$ cat src/rtl/slot_arb_pkg.sv
package slot_arb_pkg;

  // Strobes from control to datapath
  typedef struct packed {
    logic capture;  // load a new winner this cycle
    logic owned;    // a winner is latched
    logic grantEn;  // drive the latched winner's grant
  } arbCtl_t;

endpackage

$ cat src/rtl/slot_arb_sync.sv
module slot_arb_sync #(
  parameter int WIDTH = 1,
  parameter logic [WIDTH-1:0] IDLE = '1
) (
  input  logic             clk,
  input  logic             rstN,
  input  logic [WIDTH-1:0] asyncIn,
  output logic [WIDTH-1:0] syncOut
);

  logic [WIDTH-1:0] stage1;

  always_ff @(posedge clk or negedge rstN) begin
    if (!rstN) begin
      stage1  <= IDLE;
      syncOut <= IDLE;
    end else begin
      stage1  <= asyncIn;
      syncOut <= stage1;
    end
  end

endmodule

$ cat src/rtl/slot_arb_ctrl.sv
module slot_arb_ctrl
  import slot_arb_pkg::*;
(
  input  logic    clk,
  input  logic    rstN,
  input  logic    anyReq,
  input  logic    winnerReq,
  input  logic    bgActive,
  input  logic    bgackActive,
  output arbCtl_t ctl
);

  logic owned;
  logic holdoff;
  logic doCapture;
  logic doRelease;

  assign doCapture = !owned && !holdoff && bgActive && anyReq;
  assign doRelease = owned && !winnerReq && !bgackActive && !bgActive;

  always_ff @(posedge clk or negedge rstN) begin
    if (!rstN) begin
      owned   <= 1'b0;
      holdoff <= 1'b0;
    end else begin
      if (doCapture) begin
        owned <= 1'b1;
      end else if (doRelease) begin
        owned <= 1'b0;
      end

      if (doRelease) begin
        holdoff <= 1'b1;
      end else if (holdoff && !bgActive) begin
        holdoff <= 1'b0;
      end
    end
  end

  assign ctl.capture = doCapture;
  assign ctl.owned   = owned;
  assign ctl.grantEn = owned && bgActive;

  AST_HOLDOFF_BLOCKS: assert property (@(posedge clk) disable iff (!rstN)
    (holdoff && bgActive) |=> !owned);

endmodule

$ cat src/rtl/slot_arb_datapath.sv
module slot_arb_datapath
  import slot_arb_pkg::*;
#(
  parameter int SLOTS = 5,
  localparam int IW = (SLOTS > 1) ? $clog2(SLOTS) : 1
) (
  input  logic             clk,
  input  logic             rstN,
  input  logic [SLOTS-1:0] reqActive,
  input  arbCtl_t          ctl,
  output logic             anyReq,
  output logic             winnerReq,
  output logic [IW-1:0]    winner,
  output logic [SLOTS-1:0] gntN
);

  logic [IW-1:0] pickIdx;

  // Fixed priority: lowest index wins
  always_comb begin
    pickIdx = '0;
    for (int i = SLOTS - 1; i >= 0; i--) begin
      if (reqActive[i]) pickIdx = IW'(i);
    end
  end

  assign anyReq    = |reqActive;
  assign winnerReq = reqActive[winner];

  always_ff @(posedge clk or negedge rstN) begin
    if (!rstN) begin
      winner <= '0;
    end else if (ctl.capture) begin
      winner <= pickIdx;
    end
  end

  for (genvar g = 0; g < SLOTS; g++) begin : gGrant
    always_ff @(posedge clk or negedge rstN) begin
      if (!rstN) begin
        gntN[g] <= 1'b1;
      end else begin
        gntN[g] <= !(ctl.grantEn && (winner == IW'(g)));
      end
    end
  end

  AST_GNT_ONEHOT: assert property (@(posedge clk) disable iff (!rstN)
    $onehot0(~gntN));

  AST_WINNER_HELD: assert property (@(posedge clk) disable iff (!rstN)
    ctl.owned |=> (!ctl.owned || $stable(winner)));

endmodule

$ cat src/rtl/slot_grant_arbiter.sv
module slot_grant_arbiter
  import slot_arb_pkg::*;
#(
  parameter int SLOTS = 5,
  localparam int IW = (SLOTS > 1) ? $clog2(SLOTS) : 1
) (
  input  logic             clk,
  input  logic             rstN,
  input  logic [SLOTS-1:0] slotReqN,
  input  logic             cpuBgN,
  input  logic             bgackN,
  output logic             cpuBrN,
  output logic [SLOTS-1:0] slotGntN,
  output logic [IW-1:0]    winnerIdx,
  output logic             busy
);

  logic [SLOTS-1:0] reqSyncN;
  logic [1:0]       cpuSyncN;
  logic             anyReq;
  logic             winnerReq;
  arbCtl_t          ctl;

  slot_arb_sync #(.WIDTH(SLOTS), .IDLE({SLOTS{1'b1}})) uReqSync (
    .clk(clk), .rstN(rstN), .asyncIn(slotReqN), .syncOut(reqSyncN)
  );

  slot_arb_sync #(.WIDTH(2), .IDLE(2'b11)) uCpuSync (
    .clk(clk), .rstN(rstN), .asyncIn({cpuBgN, bgackN}), .syncOut(cpuSyncN)
  );

  slot_arb_ctrl uCtrl (
    .clk(clk), .rstN(rstN),
    .anyReq(anyReq), .winnerReq(winnerReq),
    .bgActive(!cpuSyncN[1]), .bgackActive(!cpuSyncN[0]),
    .ctl(ctl)
  );

  slot_arb_datapath #(.SLOTS(SLOTS)) uDp (
    .clk(clk), .rstN(rstN),
    .reqActive(~reqSyncN), .ctl(ctl),
    .anyReq(anyReq), .winnerReq(winnerReq),
    .winner(winnerIdx), .gntN(slotGntN)
  );

  assign cpuBrN = !anyReq;
  assign busy   = ctl.owned;

  AST_GNT_NEEDS_OWNER: assert property (@(posedge clk) disable iff (!rstN)
    (slotGntN != '1) |-> busy);

endmodule

$ cat config.mk
export PLATFORM = sky130hd
export DESIGN_NAME = slot_grant_arbiter
export DESIGN_NICKNAME = d
export VERILOG_FILES = /design/src/rtl/slot_arb_pkg.sv /design/src/rtl/slot_arb_sync.sv /design/src/rtl/slot_arb_ctrl.sv /design/src/rtl/slot_arb_datapath.sv /design/src/rtl/slot_grant_arbiter.sv
export SDC_FILE = /design/constraint.sdc
export NUM_CORES = 1
export LEC_CHECK = 0
export BUFFER_PORTS_ARGS = -buffer_cell sky130_fd_sc_hd__buf_2
export CAP_MARGIN = 20
export CORE_MARGIN = 10
export CORE_UTILIZATION = 30
export CTS_BUF_LIST = sky130_fd_sc_hd__clkbuf_2
export CTS_CLUSTER_DIAMETER = 80
export DETAILED_ROUTE_END_ITERATION = 12
export SETUP_SLACK_MARGIN = 0.05
export SYNTH_ARGS = -nofsm -noshare
export SYNTH_HDL_FRONTEND = slang
export SYNTH_HIERARCHICAL = 1
export SYNTH_SLANG_ARGS = --single-unit
$ cat constraint.sdc
create_clock -name clk -period 1.63 [get_ports clk]
set_clock_uncertainty 0.1 [all_clocks]
set_input_delay 0.2445 -clock clk [delete_from_list [all_inputs] [get_ports clk]]
set_output_delay 0.2445 -clock clk [all_outputs]
set_load 0.01 [all_outputs]
==> summary.txt, run 1 <==
Floorplanning
  – Row Count: 19
  – Die width: 73.9 µm
  – Die Span Y: 73.9 µm
  – Starting Density: 0.316
  – Die ar.: roughly 5500 µm²
  – Core Area: 2760 µm²
  – I/O pin count: 19

Route
  – Vias/cell: 4.35
  – First-pass detailed-route iteration total: 4
  – Routed len/inst: 11.4 µm
  – Post-route ant nets: 0
  – DRT iter0 DRCs: 14
  – Max Used Layer: met3
  – Met1 Wirelength: slightly below 700 µm
  – Via count: 596
  – Routed WL: 1560 µm
  – DR DRC count: 0
  – WL met3: 146 µm
  – Routed wl met2: roughly 730 µm

Worst setup path
  – Setup CP Type: reg -> out
  – Critical Path RT: 1290 ps
  – Critical path startpoint category: register
  – Max FO, Critical Path: 2
  – Crit. End Element: primary output
  – Critical Path AT: 1610 ps

Synthesis
  – Top cell type's share of synthesized area: 0.573
  – Most common flop cell mapped by yosys: dfstp_2
  – Top cells by area, synth: dfstp_2, dfrtp_1, inv_1
  – Post-synth EDFFs: 0
  – Post-Syn Area: 871 µm²
  – Sequential fraction of the synthesis area: 0.717
  – Post-Synth XOR/XNOR Area: 0
  – Cell taking the most area after synthesis: dfstp_2
  – Adder-Cell Fraction of Synth Area: 0
  – Cells after Synth: 71
  – Simple-gate area share of the yosys netlist: 0.129
  – FF+latch count, synth: 24
  – Post-synth ARST share: 1.00
  – Syn Area/Cell: 12.3 µm²
  – Synth Area in Compound Gates: 0.0618
  – YS warnings: 6
  – Mux contribution to synthesized area: 0.0230
  – Largest family of logic cells by synthesized area: simple AND/OR/NAND/NOR gates
  – Leading cell type by number of instances after synthesis: dfstp_2
  – Most frequent cells after synthesis: dfstp_2, inv_1, dfrtp_1, nand2_1
  – Synthesized Nets: 80
  – Synth cell types: 21

STA
  – Max Fclk: roughly 500 MHz
  – Slew @ Worst Pin: 500 ps
  – Hold Vio Cnt, Final: 0
  – Worst rel slew slack: 0.667
  – WHS: 262 ps
  – RSZ-0062 raised after global routing: yes
  – # setup viols final: 6
  – Fin. max-slew vios: 0
  – Min cycle time layout: 1960 ps
  – Setup ws final: -329 ps
  – Setup_tns: -1000 ps
  – Final period util: 1.20

Power
  – Sequential Power Share: 0.516
  – Static Leak: 0.549 nW
  – Max VDD drop: 818 µV
  – Sw Ratio: 0.283
  – PwrDens: 1240 nW/µm²
  – Clock power share: 0.262
  – Gate power share: 0.222
  – Internal cell power: 1.07 mW
  – Switching power: 0.421 mW
  – Overall power: approximately 1.5 mW

GRT
  – Initial antenna violation count: 0
  – Vias in the first global route: 653
  – Grt ovf: 0
  – GRT Total Usage: 0.0612
  – Largest net degree at the start of global routing: 25
  – First-pass GRT wire length: 2650 µm

Cells and area
  – Post-route cell area: roughly 1200 µm²
  – P&R area growth vs syn: 38.1%
  – Share of layout cells above drive strength 1: 0.528
  – Net count, final: 116
  – Share of the core filled with cells: 0.436
  – Non-Filler Instances: 137
  – Fill cell count: 245
  – N_diodes: 0

Status
  – Status: complete, but fails checks
  – Failing checks: setup timing

Worst hold path
  – Hold WC Path Type: reg -> reg

Clocking
  – CTS sink cnt: 24
  – Clk buf depth: 2
  – CTS tree: yes
  – Worst-path clk slew: 230 ps
  – Clk_lat worst skew: 340 ps
  – Total CTS buffers: 3
  – H-tree Lvls: 1
  – Clock root buffer: clkbuf_2

Place
  – Gpl congestion: 0.842
  – Port buffer count: 18
  – Post-place setup slack: -94.3 ps
  – Hpwl dp: 1040 µm
  – Cell count after placement: 123
  – Placed Area: 1030 µm²

Run
  – Max cap viols: 0
-- metal layers --
layer | track usage | vias to the layer above
li1 | - | 296
met1 | 0.0585 | 279
met2 | 0.102 | 21
met3 | 0.0444 | 0
met4 | 0.0166 | 0
met5 | 0 | -
-- kinds of logic (layout without fill, tap and decap cells) --
group | count (synthesis) | count (layout)
buf+inv | 14 | 49
compound gates | 9 | 9
simple gates | 22 | 22
mux | 2 | 2
flops | 24 | 24
-- worst max-delay path, cell delays in order (launching register included) --
cell	delay (ps)
dfstp_2	570
inv_2	40
nor4_4	280
nand2b_1	110
buf_4	140
inv_2	40
buf_6	90
-- power by group through the flow --
stage / Sequential (mW) / Combinational [mW] / Clock, mW
4_1_cts: 0.769 / 0.328 / 0.399
3_5_place_dp: 0.778 / 0.306 / 0
5_1_grt: 0.784 / 0.366 / 0.424
3_3_place_gp: 0.776 / 0.302 / 0
2_1_floorplan: 0.794 / 0.185 / 0
6_report: 0.768 / 0.330 / 0.389
-- final cells by class --
cell class,count,area [µm²],area share
well taps,31,38.8,0.0323
flip-flops and latches,24,624,0.519
multi-input cells,33,213,0.177
clock inverters,1,30.0,0.0250
inverters,12,45.0,0.0375
repair buffers,33,236,0.197
clock buffers,3,15.0,0.0125
-- path summary, 6_finish.rpt --
kind                                             to                 from  slack, ps  cells past startpoint
worst max register to register        uDp/winner[1]  uReqSync/syncOut[0]       -210                      8
min in group asynchronous             uDp/winner[1]                 rstN        270                      2
worst min register to register  uReqSync/syncOut[0]   uReqSync/stage1[0]        260                      0
worst max-delay path                         cpuBrN  uReqSync/syncOut[0]       -330                      6
worst min-delay path            uReqSync/syncOut[0]   uReqSync/stage1[0]        260                      0
max in group asynchronous       uReqSync/syncOut[1]                 rstN        800                      2
-- state kept, by name, indices dropped and copies added (netlist names) --
register / count
uCpuSync/stage1: 2
uDp/gntN: 5
uDp/winner: 3
uCtrl/owned: 1
uReqSync/stage1: 5
uCtrl/holdoff: 1
uCpuSync/syncOut: 2
uReqSync/syncOut: 5
-- repair_timing --
| action | in CTS | in global routing |
|---|---|---|
| endpoints found under the setup margin | 6 | 6 |
| hold buffers | 8 | 0 |
| hold endpoints to repair | 12 | 0 |
| gates resized for setup | 8 | 4 |
| cloned | 0 | 0 |
| pin swaps | 6 | 5 |
| setup buffers | 2 | 3 |
-- layout by cell type (no fill, tap or decap) --
cell type,netlist,final
nor4_4,0,1
nand3_1,4,3
nor3_1,2,2
a311o_1,1,1
mux2i_1,2,2
dfrtp_1,5,5
o211ai_1,1,1
nor2_1,4,4
nand2b_1,2,2
and2_1,1,1
nand2_1,5,5
nor2b_4,0,1
and3b_2,0,1
o22ai_1,1,1
inv_2,0,4
clkbuf_2,0,3
inv_1,12,8
buf_2,0,17
bufinv_16,0,1
buf_6,0,3
buf_4,2,5
a21oi_1,1,1
dlygate4sd3_1,0,8
nor2b_1,1,1
nand3_2,0,1
dfstp_2,19,19
o21ai_1,2,5
No activity file was read; power rests on OpenSTA's default activity.
==> run 2, diff against run 1 <==
Settings changed: CORE_UTILIZATION 30 to 49, PLACE_DENSITY set to 0.76.
==> run 2 against run 1 <==
Net effect:
- the run still ends with setup timing left
- count of clock-buffer cells in the layout unchanged
- utilization increased by 25 points
- flip-flop and latch count did not move
- wire length shrank 8.1%
- critical path depth is the same
- hold slack better by 7.0 ps
- non-clock buffer count grew 1
- first-iteration DRC count shrank 36%
- global-route usage grew 2.4 points
- sequential power about the same
- final cell count is 3.6% lower
- critical path type unchanged
- highest routed layer is now met4
==> summary.txt, run 2 (same netlist as run 1, synthesis figures left out) <==
Route
  – Post-route ant nets: 0
  – Routed WL: between 1000 and 1500 µm
  – Vias/cell: roughly 4.4
  – Via count: 582
  – DR DRC count: 0
  – Routed len/inst: 10.8 µm
  – First-pass detailed-route iteration total: 3
  – DRT iter0 DRCs: 9

Worst hold path
  – Hold WC Path Type: reg -> reg

Power
  – Static Leak: 0.541 nW
  – Sw Ratio: 0.304
  – Switching power: 0.398 mW
  – PwrDens: 1110 nW/µm²
  – Sequential Power Share: 0.587
  – Gate power share: 0.256
  – Max VDD drop: 721 µV
  – Clock power share: 0.157
  – Internal cell power: 0.913 mW

Cells and area
  – Register area: 624 µm²
  – Most frequent cells in the layout: dfstp_2, buf_2, dlygate4sd3_1
  – Largest registers: uDp/gntN: 5 flops, uReqSync/stage1: 5 flops, uReqSync/syncOut: 5 flops
  – Most common cell after layout, fill and taps aside: dfstp_2
  – Fill cell count: 121
  – Post-route cell area: 1180 µm²
  – Net count, final: 117
  – Non-Filler Instances: 132
  – P&R area growth vs syn: 35.5%
  – Share of layout cells above drive strength 1: 0.542
  – Multi-input logic area: 216 µm²
  – Share of the core filled with cells: 0.691
  – N_diodes: 0

Run
  – Max cap viols: 0

Place
  – Placed Area: 1030 µm²
  – Cell count after placement: 117
  – Gpl congestion: 0.818
  – Port buffer count: 18
  – Hpwl dp: 1040 µm
  – Post-place setup slack: -97.9 ps

GRT
  – Grt ovf: 0
  – GRT Total Usage: 0.0848
  – Initial antenna violation count: 0
  – First-pass GRT wire length: 2770 µm
  – Vias in the first global route: 658
  – Largest net degree at the start of global routing: 25

STA
  – Hold Vio Cnt, Final: 0
  – Worst rel slew slack: 0.682
  – # setup viols final: 5
  – RSZ-0062 raised after global routing: yes
  – Max Fclk: 518 MHz
  – WHS: 269 ps
  – Min cycle time layout: between 1500 and 2000 ps
  – Final period util: 1.18
  – Setup ws final: -300 ps
  – Slew @ Worst Pin: 477 ps
  – Fin. max-slew vios: 0

Clocking
  – Total CTS buffers: 3
  – Worst-path clk slew: 200 ps
  – CTS tree: yes
  – H-tree Lvls: 1
  – Clock root buffer: clkbuf_2
  – CTS sink cnt: 24
  – Clk_lat worst skew: 310 ps
  – Clk buf depth: 2

Floorplanning
  – I/O pin count: 19
  – Die width: 62.2 µm
  – Starting Density: 0.510
  – Row Count: 15
  – Die Span Y: 62.2 µm
  – Die ar.: 3860 µm²
  – Core Area: ~1700 µm²

Worst setup path
  – Crit. End Element: primary output
  – Setup CP Type: reg -> out
  – Critical path startpoint category: register
  – Critical Path AT: about 1600 ps
  – Max FO, Critical Path: 2
  – Critical Path RT: 1290 ps

Status
  – Status: complete, but fails checks
  – Failing checks: setup timing
-- run 2: cell types whose count changed in the layout (fill, tap and decap cells not counted) --
cell	change
buf_4	+1
bufinv_16	-1
clkinv_1	+1
inv_1	-1
inv_2	+1
o21ai_1	-1
o21ai_2	+1
-- run 2: metal layers --
| metal | GRT usage | part of all wire | routed length [µm] |
|---|---|---|---|
| met2 | 0.138 | 0.46 | 661 |
| met3 | 0.0305 | 0.072 | 103 |
| met5 | 0 | 0 | 0 |
| met1 | 0.0945 | 0.46 | 654 |
| met4 | 0.0429 | 0.0070 | 10 |
-- run 2: final cells by class --
cell class,instances,area share
Clock inverter,1,0.00318
Sequential cell,24,0.529
Tap cell,25,0.0265
Inverter,12,0.0382
Multi-Input combinational cell,33,0.183
Clock buffer,3,0.0127
Timing Repair Buffer,34,0.207
-- run 2: worst max-delay path: stages (launching register included) --
cell and delay [ps]:
dfstp_2 570, inv_2 40, nor4_4 290, nand2b_1 100, buf_4 140, inv_2 40
buf_6 90
-- run 2: repair_timing --
item                                    in CTS  in global routing
endpoints found under the setup margin       6                  6
resized for setup                           10                  3
pin swaps                                    4                  2
hold buffers                                 8                  0
hold endpoints to repair                    12                  0
buffers inserted                             1                  2
-- run 2: worst paths after layout --
kind	to	depth (start not counted)	startpoint	slack (ps)
min	uCpuSync/syncOut[0]	0	uCpuSync/stage1[0]	270
max	cpuBrN	6	uReqSync/syncOut[1]	-300
max reg2reg	uDp/winner[1]	7	uReqSync/syncOut[1]	-100
max in group asynchronous	uCpuSync/syncOut[0]	2	rstN	780
min reg2reg	uCpuSync/syncOut[0]	0	uCpuSync/stage1[0]	270
min in group asynchronous	uDp/winner[0]	2	rstN	280
-- run 2: power by group through the flow --
stage          clock (mW)  sequential (mW)  combinational, mW
6_report            0.206            0.770              0.336
5_1_grt             0.248            0.783              0.379
4_1_cts             0.217            0.769              0.329
3_5_place_dp            0            0.778              0.304
3_3_place_gp            0            0.776              0.299
2_1_floorplan           0            0.794              0.185
-- run 2: through the flow --
stage / TNS, ps / power, mW
final: -592 / 1.31
after global routing: -1170 / 1.41
after CTS: -559 / 1.32
after detailed placement: -247 / 1.08
after global placement: -114 / 1.08
after floorplan: -140 / 0.978
